<file path="src/rtl/wh_router_pkg.sv">
package wh_router_pkg;
    parameter int NPORT     = 5;
    parameter int NVC       = 2;
    parameter int DIRW      = 3;
    parameter int HOPS      = 5;
    parameter int PAYW      = 24;
    parameter int BUF_DEPTH = 2;
    parameter int AGEW      = 8;

    localparam int PATHW = DIRW * HOPS;
    localparam int PIDW  = $clog2(NPORT);
    localparam int VCW   = (NVC > 1) ? $clog2(NVC) : 1;
    localparam int CREDW = $clog2(BUF_DEPTH + 1);
    localparam int BIDW  = (BUF_DEPTH > 1) ? $clog2(BUF_DEPTH) : 1;

    typedef struct packed {
        logic            head;
        logic            tail;
        logic [PAYW-1:0] body;
    } flit_t;

    localparam int FW = $bits(flit_t);

    // consume one direction code from a header's path
    function automatic flit_t hop_shift(flit_t f);
        flit_t r;
        r = f;
        if (f.head) r.body[PATHW-1:0] = f.body[PATHW-1:0] >> DIRW;
        return r;
    endfunction
endpackage

</file>
<file path="src/rtl/wh_vc_buffer.sv">
module wh_vc_buffer
    import wh_router_pkg::*;
(
    input  logic  clk,
    input  logic  rst_n,
    input  logic  push_i,
    input  flit_t din_i,
    input  logic  pop_i,
    output flit_t head_o,
    output logic  nempty_o
);
    typedef struct packed {
        flit_t [BUF_DEPTH-1:0] mem;
        logic  [BIDW-1:0]      rd;
        logic  [BIDW-1:0]      wr;
        logic  [CREDW-1:0]     cnt;
    } st_t;

    st_t st_q, st_d;

    function automatic logic [BIDW-1:0] nxt(logic [BIDW-1:0] p);
        return (p == BIDW'(BUF_DEPTH - 1)) ? '0 : p + 1'b1;
    endfunction

    always_comb begin
        st_d = st_q;
        if (push_i) begin
            st_d.mem[st_q.wr] = din_i;
            st_d.wr = nxt(st_q.wr);
        end
        if (pop_i) st_d.rd = nxt(st_q.rd);
        st_d.cnt = st_q.cnt + CREDW'(push_i) - CREDW'(pop_i);
    end

    always_ff @(posedge clk) begin
        if (!rst_n) st_q <= '0;
        else        st_q <= st_d;
    end

    assign head_o   = st_q.mem[st_q.rd];
    assign nempty_o = (st_q.cnt != '0);

    // upstream respects the two-slot credit window
    assert_no_overflow_R6: assert property (@(posedge clk) disable iff (!rst_n)
        push_i |-> (st_q.cnt < CREDW'(BUF_DEPTH)) || pop_i);
    assert_no_underflow_R6: assert property (@(posedge clk) disable iff (!rst_n)
        pop_i |-> st_q.cnt != '0);
endmodule

</file>
<file path="src/rtl/wh_out_port.sv">
module wh_out_port
    import wh_router_pkg::*;
(
    input  logic                                  clk,
    input  logic                                  rst_n,
    input  logic [NVC-1:0][NPORT-1:0]             req_i,
    input  logic [NVC-1:0][NPORT-1:0][AGEW-1:0]   age_i,
    input  flit_t [NVC-1:0]                       cand_flit_i,
    input  logic [NVC-1:0]                        cand_rdy_i,
    input  logic [NVC-1:0]                        credit_i,
    output logic [NVC-1:0]                        lock_v_o,
    output logic [NVC-1:0][PIDW-1:0]              lock_in_o,
    output logic                                  send_o,
    output logic [VCW-1:0]                        sel_vc_o,
    output logic                                  out_valid_o,
    output logic [VCW-1:0]                        out_vc_o,
    output flit_t                                 out_flit_o
);
    typedef struct packed {
        logic [NVC-1:0]             lock_v;
        logic [NVC-1:0][PIDW-1:0]   lock_in;
        logic [NVC-1:0][CREDW-1:0]  cred;
        logic                       oval;
        logic [VCW-1:0]             ovc;
        flit_t                      oflit;
    } st_t;

    st_t            st_q, st_d;
    logic           snd;
    logic [VCW-1:0] sl;

    always_comb begin
        logic            found;
        logic [AGEW-1:0] best;
        logic [PIDW-1:0] pick;
        st_d = st_q;
        st_d.oval = 1'b0;
        snd = 1'b0;
        sl  = '0;
        // highest channel index that is ready wins the link
        for (int v = 0; v < NVC; v++) begin
            if (st_q.lock_v[v] && cand_rdy_i[v] && st_q.cred[v] != '0) begin
                snd = 1'b1;
                sl  = VCW'(v);
            end
        end
        for (int v = 0; v < NVC; v++) begin
            st_d.cred[v] = st_q.cred[v] + CREDW'(credit_i[v])
                         - CREDW'(snd && sl == VCW'(v));
        end
        if (snd) begin
            st_d.oval  = 1'b1;
            st_d.ovc   = sl;
            st_d.oflit = hop_shift(cand_flit_i[sl]);
            if (cand_flit_i[sl].tail) st_d.lock_v[sl] = 1'b0;
        end
        // arrival-order allocation of free output channels
        for (int v = 0; v < NVC; v++) begin
            found = 1'b0;
            best  = '0;
            pick  = '0;
            if (!st_q.lock_v[v]) begin
                for (int i = 0; i < NPORT; i++) begin
                    if (req_i[v][i] && (!found || age_i[v][i] > best)) begin
                        found = 1'b1;
                        best  = age_i[v][i];
                        pick  = PIDW'(i);
                    end
                end
                if (found) begin
                    st_d.lock_v[v]  = 1'b1;
                    st_d.lock_in[v] = pick;
                end
            end
        end
    end

    always_ff @(posedge clk) begin
        if (!rst_n) begin
            st_q <= '0;
            for (int v = 0; v < NVC; v++) st_q.cred[v] <= CREDW'(BUF_DEPTH);
        end else begin
            st_q <= st_d;
        end
    end

    assign lock_v_o    = st_q.lock_v;
    assign lock_in_o   = st_q.lock_in;
    assign send_o      = snd;
    assign sel_vc_o    = sl;
    assign out_valid_o = st_q.oval;
    assign out_vc_o    = st_q.ovc;
    assign out_flit_o  = st_q.oflit;

    for (genvar v = 0; v < NVC; v++) begin : g_chk
        assert_lock_hold_R2: assert property (@(posedge clk) disable iff (!rst_n)
            st_q.lock_v[v] && !(snd && sl == VCW'(v) && cand_flit_i[v].tail)
            |=> st_q.lock_v[v] && $stable(st_q.lock_in[v]));
        assert_tail_release_R2: assert property (@(posedge clk) disable iff (!rst_n)
            snd && sl == VCW'(v) && cand_flit_i[v].tail |=> !st_q.lock_v[v]);
        assert_credit_bound_R7: assert property (@(posedge clk) disable iff (!rst_n)
            st_q.cred[v] <= CREDW'(BUF_DEPTH));
    end

    assert_rt_first_R4: assert property (@(posedge clk) disable iff (!rst_n)
        st_d.oval && st_d.ovc != VCW'(NVC - 1)
        |-> !(st_q.lock_v[NVC-1] && cand_rdy_i[NVC-1] && st_q.cred[NVC-1] != '0));
endmodule

</file>
<file path="src/rtl/wh_mesh_router.sv">
module wh_mesh_router
    import wh_router_pkg::*;
(
    input  logic                   clk,
    input  logic                   rst_n,
    input  logic [NPORT-1:0]       in_valid_i,
    input  logic [NPORT*VCW-1:0]   in_vc_i,
    input  logic [NPORT*FW-1:0]    in_flit_i,
    output logic [NPORT*NVC-1:0]   in_credit_o,
    output logic [NPORT-1:0]       out_valid_o,
    output logic [NPORT*VCW-1:0]   out_vc_o,
    output logic [NPORT*FW-1:0]    out_flit_o,
    input  logic [NPORT*NVC-1:0]   out_credit_i
);
    typedef struct packed {
        logic [NVC-1:0][NPORT-1:0][AGEW-1:0] age;
        logic [NPORT-1:0][NVC-1:0]           cred_rtn;
    } st_t;

    st_t st_q, st_d;

    flit_t                     head_f   [NPORT][NVC];
    logic [NPORT-1:0][NVC-1:0] nempty, pop, waiting, bound;
    logic [NPORT-1:0]          own      [NPORT][NVC];
    logic [NVC-1:0][NPORT-1:0] req      [NPORT];
    logic [NVC-1:0]            lock_v   [NPORT];
    logic [NVC-1:0][PIDW-1:0]  lock_in  [NPORT];
    logic [NPORT-1:0]          send;
    logic [VCW-1:0]            sel      [NPORT];
    flit_t [NVC-1:0]           cand_flit[NPORT];
    logic [NVC-1:0]            cand_rdy [NPORT];

    for (genvar i = 0; i < NPORT; i++) begin : g_in
        for (genvar v = 0; v < NVC; v++) begin : g_vc
            wh_vc_buffer u_buf (
                .clk      (clk),
                .rst_n    (rst_n),
                .push_i   (in_valid_i[i] && in_vc_i[i*VCW +: VCW] == VCW'(v)),
                .din_i    (in_flit_i[i*FW +: FW]),
                .pop_i    (pop[i][v]),
                .head_o   (head_f[i][v]),
                .nempty_o (nempty[i][v])
            );
        end
    end

    // request, ownership and candidate wiring (no state)
    always_comb begin
        for (int i = 0; i < NPORT; i++) begin
            for (int v = 0; v < NVC; v++) begin
                for (int o = 0; o < NPORT; o++)
                    own[i][v][o] = lock_v[o][v] && lock_in[o][v] == PIDW'(i);
                bound[i][v]   = |own[i][v];
                waiting[i][v] = nempty[i][v] && head_f[i][v].head && !bound[i][v];
            end
        end
        for (int o = 0; o < NPORT; o++) begin
            for (int v = 0; v < NVC; v++) begin
                for (int i = 0; i < NPORT; i++)
                    req[o][v][i] = waiting[i][v]
                                && head_f[i][v].body[DIRW-1:0] == DIRW'(o);
                cand_flit[o][v] = head_f[lock_in[o][v]][v];
                cand_rdy[o][v]  = nempty[lock_in[o][v]][v];
            end
        end
    end

    for (genvar o = 0; o < NPORT; o++) begin : g_out
        wh_out_port u_out (
            .clk         (clk),
            .rst_n       (rst_n),
            .req_i       (req[o]),
            .age_i       (st_q.age),
            .cand_flit_i (cand_flit[o]),
            .cand_rdy_i  (cand_rdy[o]),
            .credit_i    (out_credit_i[o*NVC +: NVC]),
            .lock_v_o    (lock_v[o]),
            .lock_in_o   (lock_in[o]),
            .send_o      (send[o]),
            .sel_vc_o    (sel[o]),
            .out_valid_o (out_valid_o[o]),
            .out_vc_o    (out_vc_o[o*VCW +: VCW]),
            .out_flit_o  (out_flit_o[o*FW +: FW])
        );
    end

    always_comb begin
        pop = '0;
        for (int o = 0; o < NPORT; o++)
            if (send[o]) pop[lock_in[o][sel[o]]][sel[o]] = 1'b1;
        st_d = st_q;
        st_d.cred_rtn = pop;
        for (int v = 0; v < NVC; v++) begin
            for (int i = 0; i < NPORT; i++) begin
                if (!waiting[i][v])
                    st_d.age[v][i] = '0;
                else if (st_q.age[v][i] != '1)
                    st_d.age[v][i] = st_q.age[v][i] + 1'b1;
            end
        end
    end

    always_ff @(posedge clk) begin
        if (!rst_n) st_q <= '0;
        else        st_q <= st_d;
    end

    assign in_credit_o = st_q.cred_rtn;

    for (genvar i = 0; i < NPORT; i++) begin : g_chk
        for (genvar v = 0; v < NVC; v++) begin : g_vc
            assert_dir_range_R1: assert property (@(posedge clk) disable iff (!rst_n)
                waiting[i][v] |-> head_f[i][v].body[DIRW-1:0] < DIRW'(NPORT));
            assert_single_owner_R2: assert property (@(posedge clk) disable iff (!rst_n)
                $countones(own[i][v]) <= 1);
        end
    end

    assert_idle_after_reset_R8: assert property (@(posedge clk) disable iff (!rst_n)
        !$past(rst_n) |-> out_valid_o == '0 && in_credit_o == '0);
endmodule

</file>
<file path="config.mk">
export PLATFORM = sky130hd
export DESIGN_NAME = wh_mesh_router
export DESIGN_NICKNAME = d
export VERILOG_FILES = /design/src/rtl/wh_router_pkg.sv /design/src/rtl/wh_vc_buffer.sv /design/src/rtl/wh_out_port.sv /design/src/rtl/wh_mesh_router.sv
export SDC_FILE = /design/constraint.sdc
export NUM_CORES = 2
export LEC_CHECK = 0
export BUFFER_PORTS_ARGS = -buffer_cell sky130_fd_sc_hd__buf_2
export CELL_PAD_IN_SITES_DETAIL_PLACEMENT = 1
export CELL_PAD_IN_SITES_GLOBAL_PLACEMENT = 1
export CORE_MARGIN = 1.5
export CORE_UTILIZATION = 43
export CTS_BUF_LIST = sky130_fd_sc_hd__clkbuf_8 sky130_fd_sc_hd__clkbuf_16
export DETAILED_ROUTE_END_ITERATION = 16
export PLACE_DENSITY = 0.83
export SYNTH_ARGS = -nofsm -noshare
export SYNTH_HDL_FRONTEND = slang
export SYNTH_SLANG_ARGS = --single-unit
</file>
<file path="constraint.sdc">
create_clock -name clk -period 7.6 [get_ports clk]
set_clock_uncertainty 0.1 [all_clocks]
set_input_delay 0.38 -clock clk [delete_from_list [all_inputs] [get_ports clk]]
set_output_delay 0.38 -clock clk [all_outputs]
set_load 0.1 [all_outputs]
</file>
==> impl_metrics.toml <==
[floorplanning]
design.core.area_um2 = 133000
row_count = 134
die_area_um2 = 136000
start_util_pct = 43.3
num_io_pins = 302
dieHeight_um = 369
die_w_um = 369

[grt]
grt_max_degree = 237
overflow = 0
grt_first_pass_wirelength_um = 428000
antenna_found_initial = 32
grt_pass1_vias = 63400
grt_use_total_pct = 42.1

[routing]
met2_length_um = 136000
route.met3.wl_um = 37900
highest_layer = "met5"
drtPass1Iterations = 7
wirelength_met1_um = 111000
via_per_inst = 6.81
ant_nets = 0
routed_wl_um = 321000
drc = 0
drt_iter0_markers = 7685
wl_per_cell_um = 33.8
via_count = 64700

[timing]
fmax_mhz = 113
rsz0062_at_grt = "yes"
finalCriticalPeriod_ns = 8.83
slew_violations = 19
fin_ws_ns = -1.23
setup_viol = 30
finalSetupTns_ns = -25.87
tightest_slew_ns = 1.58
relSlewSlack_pct = -6.54
finalCritPeriodShare_pct = 116
hold_viol = 0

[placed_design]
hpwl_um = 204000
portBuffers = 301
dp_slack_ns = -1.44
globalplace.congestion = 1.06
post-place-cells = 8935
place_area_um2 = 62600

[final_layout]
drive_above_1_share_pct = 28.6
multi_input_area_um2 = 41200
final_common_cell = "nand2_1"
regArea_um2 = 17100
final_nets = 8148
fillers = 15400
finalInstanceArea_um2 = 73100
final_cell_count_no_fill = 9491
layout_common_cells = "nand2_1, dfxtp_1, a21oi_1"
fin_util_pct = 54.9
syn2layout_area_growth_pct = 26.9

[critical_path]
critPathMostFrequentCell = "buf_4"
end_kind = "register"
cpPeakStageDelay_ns = 0.59
critPathSlowestCell = "a22oi_2"
cp_data_arrival_time_ns = 9.36
path_class = "reg2reg"
crit_required_ns = 8.14
path_max_fanout = 8
cp-start-kind = "register"

[yosys]
synth_cells = 6974
yosysTopAreaCellShare_pct = 29.5
async_flop_share_pct = 0
avgSynthCellArea_um2 = 8.26
synth_area_leader_cell = "dfxtp_1"
synth_area_um2 = 57600
synth_area_leaders = "dfxtp_1, nand2_1, ha_1"
synth_seq_area_share_pct = 29.5
synth_nets = 7496
synth_edf_count = 0
yosys_register_bits = 850
synth_cell_types = 91
synth_warnings = 0
synthFlopType = "dfxtp_1"

[power_and_ir_drop]
switching_share_pct = 29.5
p_comb_share_pct = 13.8
power.internal_mw = 7.66
leakage_nw = 27.3
vdd_ir_drop_max_uv = 168
p_switching_mw = 3.21
p_clk_share_pct = 43.3
seq_power_share_pct = 42.9
powerDensity_nw_per_um2 = 149

[clock_network]
cts_tree = "yes"
clkSinkCount = 850
h-tree-depth = 3
clkLatencyLatePin_ns = 0.77
clkTransAtPathRegs_ns = 0.07
cts_buffers = 96
clockBufferDepth = 3
root_buffer = "clkbuf_16"

[run_status]
violations = "max-capacitance violations, max-slew violations, negative setup slack"
status = "finished with violations"

[flow_run]
max_cap_viol_count = 8

[hold_path]
hp-class = "in2reg"
[through the flow]
step | hold WS [ns] | power [mW]
finish | 0.0764 | 10.9
global route | 0.0847 | 11.1
floorplan | 0.332 | 5.47
global placement | 0.338 | 5.97
detailed placement | 0.346 | 6.02
CTS | 0.0464 | 10.7
[layout make-up]
| cell class | instances | share of cell area (%) |
|---|---|---|
| Sequential cell | 850 | 23.3 |
| Clock inverter | 63 | 0.700 |
| Tap cell | 1768 | 3.02 |
| Timing Repair Buffer | 1193 | 12.4 |
| Multi-Input combinational cell | 5367 | 56.3 |
| Inverter | 118 | 0.616 |
| Clock buffer | 108 | 3.53 |
| Antenna cell | 24 | 0.0821 |
[worst max-delay path, delay by kind of cell (launching register included)]
family | cells | cell delay (ns)
AOI/OAI and AO/OA | 16 | 2.98
adders and majority gates | 4 | 1.17
buffers and inverters | 9 | 1.40
DFF | 1 | 0.39
muxes | 4 | 1.13
and+or+nand+nor | 11 | 1.51
[per-layer routing]
| layer | vias up | track usage [%] |
|---|---|---|
| met5 | - | 0.962 |
| met4 | 26 | 35.4 |
| met3 | 1883 | 14.2 |
| met2 | 4550 | 64.3 |
| met1 | 31700 | 47.3 |
| li1 | 26500 | - |
[power by group through the flow]
stage | clock (mW) | combinational, mW | sequential [mW]
2_1_floorplan | 0 | 0.734 | 4.73
3_3_place_gp | 0 | 1.23 | 4.75
3_5_place_dp | 0 | 1.26 | 4.76
4_1_cts | 4.70 | 1.37 | 4.66
5_1_grt | 4.90 | 1.52 | 4.68
6_report | 4.71 | 1.50 | 4.67
[cell families (layout without fill, tap and decap cells)]
logic type,count (synthesis),in the layout,synth area share (%)
XOR/XNOR,89,89,1.35
AO/OA/AOI/OAI,1786,1787,19.1
buffers and inverters,759,1482,5.93
multiplexers,769,769,18.1
other,0,24,0
AND/OR/NAND/NOR,2351,2352,17.9
flip-flops,850,850,29.5
adder cells (fa/ha/maj),370,370,8.04
[sequential cells by signal (all words and copies together), names as in the netlist]
name and count:
g_out.u_out.st_q 20, g_out.u_out.lock_in_o 30, g_out.u_out.out_vc_o 5, st_q 80, g_out.u_out.out_valid_o 5, g_in.g_vc.u_buf.st_q 560, in_credit_o 10, g_out.u_out.lock_v_o 10
g_out.u_out.out_flit_o 130
[timing repair]
| action | in CTS | in global routing |
|---|---|---|
| endpoints found under the setup margin | 30 | 30 |
| pin swaps | 206 | 251 |
| hold buffers | 142 | 0 |
| gates resized for setup | 432 | 356 |
| gates cloned | 5 | 2 |
| endpoints found under the hold margin | 532 | 0 |
| setup buffers | 130 | 86 |
[worst paths after layout]
check                                                                  from                                     endpoint  slack [ns]  cells after the start
worst max-delay path             g_in[0].g_vc[1].u_buf.st_q[3]$_SDFFE_PN0P_     g_out[1].u_out.lock_in_o[5]$_SDFFE_PN0P_       -1.23                     44
worst min-delay path                                          in_valid_i[0]   g_in[0].g_vc[1].u_buf.st_q[2]$_SDFFE_PN0P_        0.08                      4
worst max register to register   g_in[0].g_vc[1].u_buf.st_q[3]$_SDFFE_PN0P_     g_out[1].u_out.lock_in_o[5]$_SDFFE_PN0P_       -1.23                     44
worst min register to register  g_in[2].g_vc[1].u_buf.st_q[52]$_SDFFE_PN0P_  g_in[2].g_vc[1].u_buf.st_q[52]$_SDFFE_PN0P_        0.35                      2
[cell usage after synthesis, drive strengths merged (35+ instances only)]
master  instances
nand2        1391
dfxtp         850
a21oi         757
clkbuf        422
nor2          399
mux2i         371
ha            370
o21ai         259
buf           219
mux2          200
mux4          198
o22ai         140
inv           113
nand4          98
a22oi          75
o221ai         75
a211oi         74
o211ai         72
nand3          71
a21o           65
nor2b          63
nor3           63
o21a           52
and2           45
xnor2          45
xor2           44
and3           37
a31oi          35
Power figures use the tool's default switching activity.
